<file path="src/rtl/dll_ts_pkg.sv">
package dll_ts_pkg;
    localparam int DEF_STAGES  = 16;
    localparam int DEF_SUBS    = 8;
    localparam int DEF_COARSE_W = 12;

    typedef enum logic [1:0] {
        EDGE_OK    = 2'd0,
        EDGE_NONE  = 2'd1,
        EDGE_MULTI = 2'd2
    } edge_status_e;
endpackage

</file>
<file path="src/rtl/dll_rise_finder.sv">
module dll_rise_finder #(
    parameter int TAPS = 128
) (
    input  logic [TAPS-1:0] snap_i,
    output logic [TAPS-1:0] rise_o
);
    // A rising transition sits where a one follows a zero; position 0
    // looks back to the last tap, closing the period.
    genvar k;
    generate
        for (k = 0; k < TAPS; k++) begin : g_tap
            if (k == 0) begin : g_wrap
                assign rise_o[k] = snap_i[0] & ~snap_i[TAPS-1];
            end else begin : g_mid
                assign rise_o[k] = snap_i[k] & ~snap_i[k-1];
            end
        end
    endgenerate
endmodule

</file>
<file path="src/rtl/dll_rise_encoder.sv">
module dll_rise_encoder
    import dll_ts_pkg::*;
#(
    parameter int TAPS   = 128,
    localparam int FINE_W = $clog2(TAPS)
) (
    input  logic [TAPS-1:0]   rise_i,
    output logic [FINE_W-1:0] index_o,
    output edge_status_e      status_o
);
    logic [FINE_W-1:0] or_index;
    logic              any_rise;
    logic              many_rise;

    always_comb begin
        or_index = '0;
        for (int k = 0; k < TAPS; k++) begin
            if (rise_i[k]) or_index = or_index | FINE_W'(k);
        end
    end

    assign any_rise  = |rise_i;
    assign many_rise = |(rise_i & (rise_i - TAPS'(1)));

    always_comb begin
        if (!any_rise)       status_o = EDGE_NONE;
        else if (many_rise)  status_o = EDGE_MULTI;
        else                 status_o = EDGE_OK;
    end

    assign index_o = (status_o == EDGE_OK) ? or_index : '0;


    always_comb begin
        if (status_o == EDGE_OK) begin
            index_hits_rise_chk: assert (rise_i[index_o]);
        end
    end
endmodule

</file>
<file path="src/rtl/dll_edge_timestamp.sv">
module dll_edge_timestamp
    import dll_ts_pkg::*;
#(
    parameter int STAGES   = DEF_STAGES,
    parameter int SUBS     = DEF_SUBS,
    parameter int COARSE_W = DEF_COARSE_W,
    localparam int TAPS    = STAGES * SUBS,
    localparam int FINE_W  = $clog2(TAPS),
    localparam int TS_W    = COARSE_W + FINE_W
) (
    input  logic                clk,
    input  logic                rst,
    input  logic                hit_valid,
    input  logic [TAPS-1:0]     hit_samples,
    input  logic [COARSE_W-1:0] coarse_count,
    output logic                ts_valid,
    output logic [TS_W-1:0]     ts_value,
    output logic                ts_err
);
    logic [TAPS-1:0]   rise;
    logic [FINE_W-1:0] fine_idx;
    edge_status_e      status;

    dll_rise_finder #(.TAPS(TAPS)) u_finder (
        .snap_i (hit_samples),
        .rise_o (rise)
    );

    dll_rise_encoder #(.TAPS(TAPS)) u_encoder (
        .rise_i   (rise),
        .index_o  (fine_idx),
        .status_o (status)
    );

    always_ff @(posedge clk) begin
        if (rst) begin
            ts_valid <= 1'b0;
            ts_value <= '0;
            ts_err   <= 1'b0;
        end else begin
            ts_valid <= hit_valid;
            if (hit_valid) begin
                ts_value <= {coarse_count, fine_idx};
                ts_err   <= (status != EDGE_OK);
            end
        end
    end


    valid_follows_hit_chk: assert property (@(posedge clk) disable iff (rst)
        hit_valid |=> ts_valid);

    no_spurious_valid_chk: assert property (@(posedge clk) disable iff (rst)
        !hit_valid |=> !ts_valid);

    coarse_captured_chk: assert property (@(posedge clk) disable iff (rst)
        hit_valid |=> ts_value[TS_W-1 -: COARSE_W] == $past(coarse_count));

    err_zero_fine_chk: assert property (@(posedge clk) disable iff (rst)
        ts_err |-> ts_value[FINE_W-1:0] == '0);

    hold_value_chk: assert property (@(posedge clk) disable iff (rst)
        !hit_valid |=> $stable(ts_value) && $stable(ts_err));
endmodule

</file>
<file path="config.mk">
export PLATFORM = sky130hd
export DESIGN_NAME = dll_edge_timestamp
export DESIGN_NICKNAME = d
export VERILOG_FILES = /design/src/rtl/dll_ts_pkg.sv /design/src/rtl/dll_rise_finder.sv /design/src/rtl/dll_rise_encoder.sv /design/src/rtl/dll_edge_timestamp.sv
export SDC_FILE = /design/constraint.sdc
export NUM_CORES = 1
export LEC_CHECK = 0
export BUFFER_PORTS_ARGS = -buffer_cell sky130_fd_sc_hd__buf_2
export CORE_AREA = 2 2 86 150
export DETAILED_ROUTE_END_ITERATION = 8
export DIE_AREA = 0 0 88 152
export MAX_ROUTING_LAYER = met4
export PLACE_DENSITY = 0.76
export RECOVER_POWER = 100
export SLEW_MARGIN = 20
export SYNTH_ARGS = -nofsm -noshare
export SYNTH_HDL_FRONTEND = slang
export SYNTH_SLANG_ARGS = --single-unit
</file>
<file path="constraint.sdc">
create_clock -name clk -period 3.5 [get_ports clk]
set_input_delay 0.525 -clock clk [delete_from_list [all_inputs] [get_ports clk]]
set_output_delay 0.525 -clock clk [all_outputs]
set_load 0.03 [all_outputs]
</file>
==> summary.md, run 1 <==
| Metric | Value |
|---|---|
| Status | stopped before the end |
| Stage reached | global routing (5_1_grt) |
| Log Error | [ERROR GRT-0116] Global routing finished with congestion. Check the congestion regions in the DRC Viewer. |
| Yosys cell types | between 80 and 90 |
| Syn Std Cell Area | between 0.005 and 0.006 sq mm |
| Die X | 88 um |
| IO Pins | roughly 160 |
| HPWL after DPL | ~32 mm |
| Synth Flop Type | dfxtp_1 |
| Starting Density | 0.4879 |
| Clock Tree Buf Depth | 2 |
| Yosys warning count | 0 |
| Synthesized area per cell | ~6.4 sq um |
| Number of global-route vias before repair | 11.32k |
| Sequential-to-total area share from yosys stat | 0.07046 |
| # rows | 54 |
| Cell count after synthesis | ~940 |
| Largest net degree at the start of global routing | 17 |
| IO buf count | 163 |
| H-tree depth | 1 |
| Gr ovfl total | 1 |
| Synth Net Count | 1079 |
| Post-synth ARST share | 0 |
| First-pass GRT wire length | 60.08 mm |
| # clock sinks | 21 |
| Root Buffer | clkbuf_16 |
| Number of synthesized flops with an enable pin | 0 |
| CTS buffer count | 3 |
| Routability congestion estimate | 1.215 |
| Seq cells post-synth | 21 |
| Die Ht | approximately 150 um |
| Total Routing Usage GR | 0.6100 |
| Hold_buf cts | 0 |
==> per-stage QoR <==
step                setup slack [ns]  instance area (sq um)  instances  hold WS (ns)  TNS, ns
floorplan                     0.1512                   5967        936        0.5783        0
global placement             -0.2982                   9246       1559        0.4349   -2.267
detailed placement           -0.3636                   9246       1559        0.4598   -2.635
CTS                         0.001243                   9383       1564        0.4615        0
==> synthesized netlist by cell type, types with 14 or more instances <==
library cell  number  area, sq um
nor4_1            45        281.5
or2_2             21        131.4
nand3_1           27        135.1
and2_1            24        150.1
o21ai_0           27        135.1
a31oi_1           19        118.9
clkbuf_1          14        52.55
a21oi_1           58        290.3
nor3_1            46        230.2
nand2b_1          92        575.6
nand2_1           91        341.6
nor2_1           118        442.9
inv_1             17        63.81
o22ai_1           14        87.58
dfxtp_1           21        420.4
nor2b_1           59        369.1
nand4_1           35        219.0
==> logic make-up after synthesis <==
kind of cell               count (synthesis)  synth area share
and+or+nand+nor                          624            0.5926
AOI/OAI and AO/OA                        245            0.2925
buffers and inverters                     33           0.02265
DFF                                       21           0.07045
adders and majority gates                  1          0.001678
muxes                                     12           0.02013
==> per-layer routing <==
layer  track usage  GRT overflow
met1        0.5192             0
met4        0.6535             1
met5             -             -
met3        0.3042             0
met2        0.8907             0
==> what timing repair did <==
action | in CTS
pin swaps | 4
hold endpoints to repair | 0
buffers inserted | 1
setup endpoints to repair | 7
gates resized for setup | 11
==> inputs of run 2 (changes only) <==
CORE_AREA = 2 2 126 128   (was 2 2 86 150)
DIE_AREA = 0 0 128 130   (was 0 0 88 152)
MAX_ROUTING_LAYER = default   (was met4)
PLACE_DENSITY = default   (was 0.76)
PLACE_DENSITY_LB_ADDON = 0.15   (was default)
clock period = 4.5 ns   (was 3.5 ns; I/O delays follow)
==> run 2 against run 1 <==
  * The run now ends clean
  * Area after synthesis unchanged
  * Synthesized cell count unchanged
==> summary.md, run 2 <==
| Metric | Value |
|---|---|
| Data required, critical path | between 4 and 5 ns |
| Final Setup Violations | 0 |
| Leakage | about 2.9 nW |
| Tightest Pin Transition | 1.254 ns |
| # clock sinks | 21 (unchanged) |
| Most common cell on crit path | clkbuf_1 |
| Hold crit path type | register to register |
| Layout Nets | approximately 1.3k |
| Peak supply drop | around 120 uV |
| Critical path launch point type | input port |
| Sequential Power Share | 0.195 |
| DR pass1 iterations | 5 |
| Number of cells on the critical path | 13 |
| Net Switching | approximately 0.47 mW |
| Initial antenna violation count | 0 |
| Biggest regs | ts_value (19), ts_err (1), ts_valid (1) |
| Skew-Pair Late Insertion Delay | between 0.2 and 0.3 ns |
| Max Cap Viol | 0 |
| HPWL after DPL | 27.61 mm (-12%) |
| Placed Area | 0.007289 sq mm (-21%) |
| Synth Flop Type | dfxtp_1 |
| Worst Path Max Fanout | 12 |
| R2R cell count | 3 |
| Combinational Power Share | 0.623 |
| Largest net degree at the start of global routing | 17 |
| Area Overhead vs Synth | 22.88% |
| Sw frac | 0.4699 |
| Synth Net Count | 1079 (unchanged) |
| WL/cell | around 24 um |
| Vias per cell | between 6 and 7 |
| Worst-path cell chain | clkbuf_1 > nor2b_1 > or4_1 > clkbuf_1 > nor2_2 > and4_1 > buf_4 > and3_1 > a21oi_1 > a2111oi_0 > nor3b_2 > nand3_1 > o31ai_1 |
| Post-synth ARST share | 0 (unchanged) |
| Final Hold Fails | 0 |
| Synthesized area per cell | 6.375 sq um (unchanged) |
| Clock transition at path regs | ~0.050 ns |
| IO Pins | 164 (unchanged) |
| CTS buffer count | 3 (unchanged) |
| Final antenna-violating net count | 0 |
| Die X | 128 um (+45%) |
| Clk pwr share | 0.182 |
| Hold_sp | ts_value[1] |
| Reg2reg setup slack | between 3 and 4 ns |
| Clock Tree Buf Depth | 2 (unchanged) |
| Gr ovfl total | 0 |
| Design internal power | 0.5353 mW |
| Hold_buf cts | 0 (unchanged) |
| CTS tree | built |
| Seq cells post-synth | 21 (unchanged) |
| Cell with the most instances after synthesis | nor2_1 |
| Max reg flops | 19 |
| IO buf count | 163 (unchanged) |
| Highest-delay cell along the critical path | or4_1 |
| Sequential-to-total area share from yosys stat | 0.07046 (unchanged) |
| Yosys warning count | 0 (unchanged) |
| Final instance area | between 0.007 and 0.008 sq mm |
| Multi-input gate area | approximately 0.0054 sq mm |
| Share of cells above drive strength 1 | 0.2094 |
| Post-synth top cells | nor2_1, nand2b_1, nand2_1, nor2b_1, a21oi_1 |
| Drt first-iter violations | 700 |
| Max-slew violations | 0 |
| Number of fill cells | roughly 1.7k |
| Hold Path End | ts_value[1] |
| H-tree depth | 1 (unchanged) |
| Reg2reg end | ts_err |
| First-pass GRT wire length | between 40 and 50 mm |
| Fin crit share | 0.9339 |
| Status | completed |
| Die Ht | 130 um (-14%) |
| Most frequent cells in the layout | buf_2, nor2_1, nand2b_1 |
| DRT Wirelength | between 30 and 40 mm |
| Flip-flop and latch area | between 400 and 500 sq um |
| Routability congestion estimate | 1.126 (-7.4%) |
| Die footprint | about 0.017 sq mm |
| Number of global-route vias before repair | 7759 |
| Number of synthesized flops with an enable pin | 0 (unchanged) |
| # rows | 46 (-15%) |
| Root Buffer | clkbuf_16 |
| Core area | approximately 0.015 sq mm |
| Area contributors post-synth | nand2b_1, nor2_1, dfxtp_1 |
| Critical Path End Type | register |
| ANT cells | 0 |
| Final Critical Period | between 4 and 5 ns |
| Worst Skew | 0 ns |
| Slew headroom | 0.1424 |
| Most common cell after layout, fill and taps aside | buf_2 |
| Post-synth top area cell | nand2b_1 |
| Yosys cell types | 81 (unchanged) |
| RSZ-0062 raised after global routing | false |
| DRC | 0 |
| Cell count of the worst hold path | 2 |
| Cell count after synthesis | 936 (unchanged) |
| PostCTS Resize Cnt | 0 (-11) |
| Crit path DAT | 4.36 ns |
| Total Routing Usage GR | 0.3710 |
| Worst reg2reg path startpoint | ts_err |
| Starting Density | 0.3868 (-0.1011) |
| Kind of critical path | input port to register |
| Family with the most delay on the worst path | simple AND/OR/NAND/NOR gates |
| Hold_ws | around 0.46 ns |
| Post-CTS Setup Bufs | 0 (-1) |
| Top reg by flops | ts_value |
| Post-route setup TNS | 0 ns |
| CP peak stage delay | a little under 0.6 ns |
| Syn Std Cell Area | 0.005967 sq mm (unchanged) |
| Vias | 8627 |
| Synth top area share | 0.09646 (unchanged) |
| Max frequency | ~240 MHz |
| PD cells | 137.7 mW/mm^2 |
| Count of buffer and inverter cells on the critical path | 3 |
[run 2: cell counts after synthesis]
Identical to the previous run, type by type.
[run 2: area by class of cell]
cell class / instances / area share
Multi-Input combinational cell: 882 / 0.7374
Clock inverter: 1 / 0.0006826
Timing Repair Buffer: 208 / 0.1529
Inverter: 17 / 0.008703
Clock buffer: 3 / 0.01024
Tap cell: 192 / 0.03276
Sequential cell: 21 / 0.05734
[run 2: worst max-delay path by stage]
| stage | from | to | slack [ns] |
|---|---|---|---|
| final | hit_samples[7] | ts_value[0] | 0.30 |
| after global routing | hit_samples[7] | ts_value[4] | 0.13 |
| after CTS | hit_samples[7] | ts_value[0] | 0.56 |
| after detailed placement | hit_samples[7] | ts_value[0] | 0.36 |
| after global placement | hit_samples[7] | ts_value[0] | 0.24 |
| after floorplan | hit_samples[0] | ts_value[0] | 1.00 |
[run 2: worst register-to-register path, cell delays in order, from the launching register on]
cell	delay (ns)
dfxtp_1	0.35
nor2_1	0.06
nor2_1	0.12
o21a_1	0.12
[run 2: logic make-up after synthesis]
group                      share of synthesized area
adders and majority gates                   0.001678
DFF                                          0.07045
muxes                                        0.02013
buffers and inverters                        0.02265
AOI/OAI and AO/OA                             0.2925
and+or+nand+nor                               0.5926
[run 2: metal layers]
| layer | part of all wire | wire, um | GRT usage |
|---|---|---|---|
| met4 | 0.048 | 1527 | 0.1571 |
| met3 | 0.078 | 2496 | 0.04879 |
| met5 | 0 | 0 | 0 |
| met1 | 0.41 | 13270 | 0.4747 |
| met2 | 0.46 | 14770 | 0.6301 |
[run 2: power groups by stage]
stage | Combinational, mW | Sequential, mW | Clock (mW)
after floorplan | 0.319 | 0.216 | 0
after global placement | 0.616 | 0.201 | 0
after detailed placement | 0.611 | 0.201 | 0
after CTS | 0.614 | 0.197 | 0.185
after global routing | 0.672 | 0.198 | 0.193
final | 0.629 | 0.197 | 0.184
[run 2: through the flow]
stage,util,cells,power [mW],worst slack (ns)
final,0.4753,1324,1.010,0.2972
after global routing,0.4753,1324,1.063,0.1317
after CTS,0.4778,1324,0.9962,0.5648
after detailed placement,0.4726,1320,0.8116,0.3624
after global placement,0.4726,1320,0.8163,0.2399
after floorplan,-,936,0.5348,1.001
No activity file was read; power rests on OpenSTA's default activity.
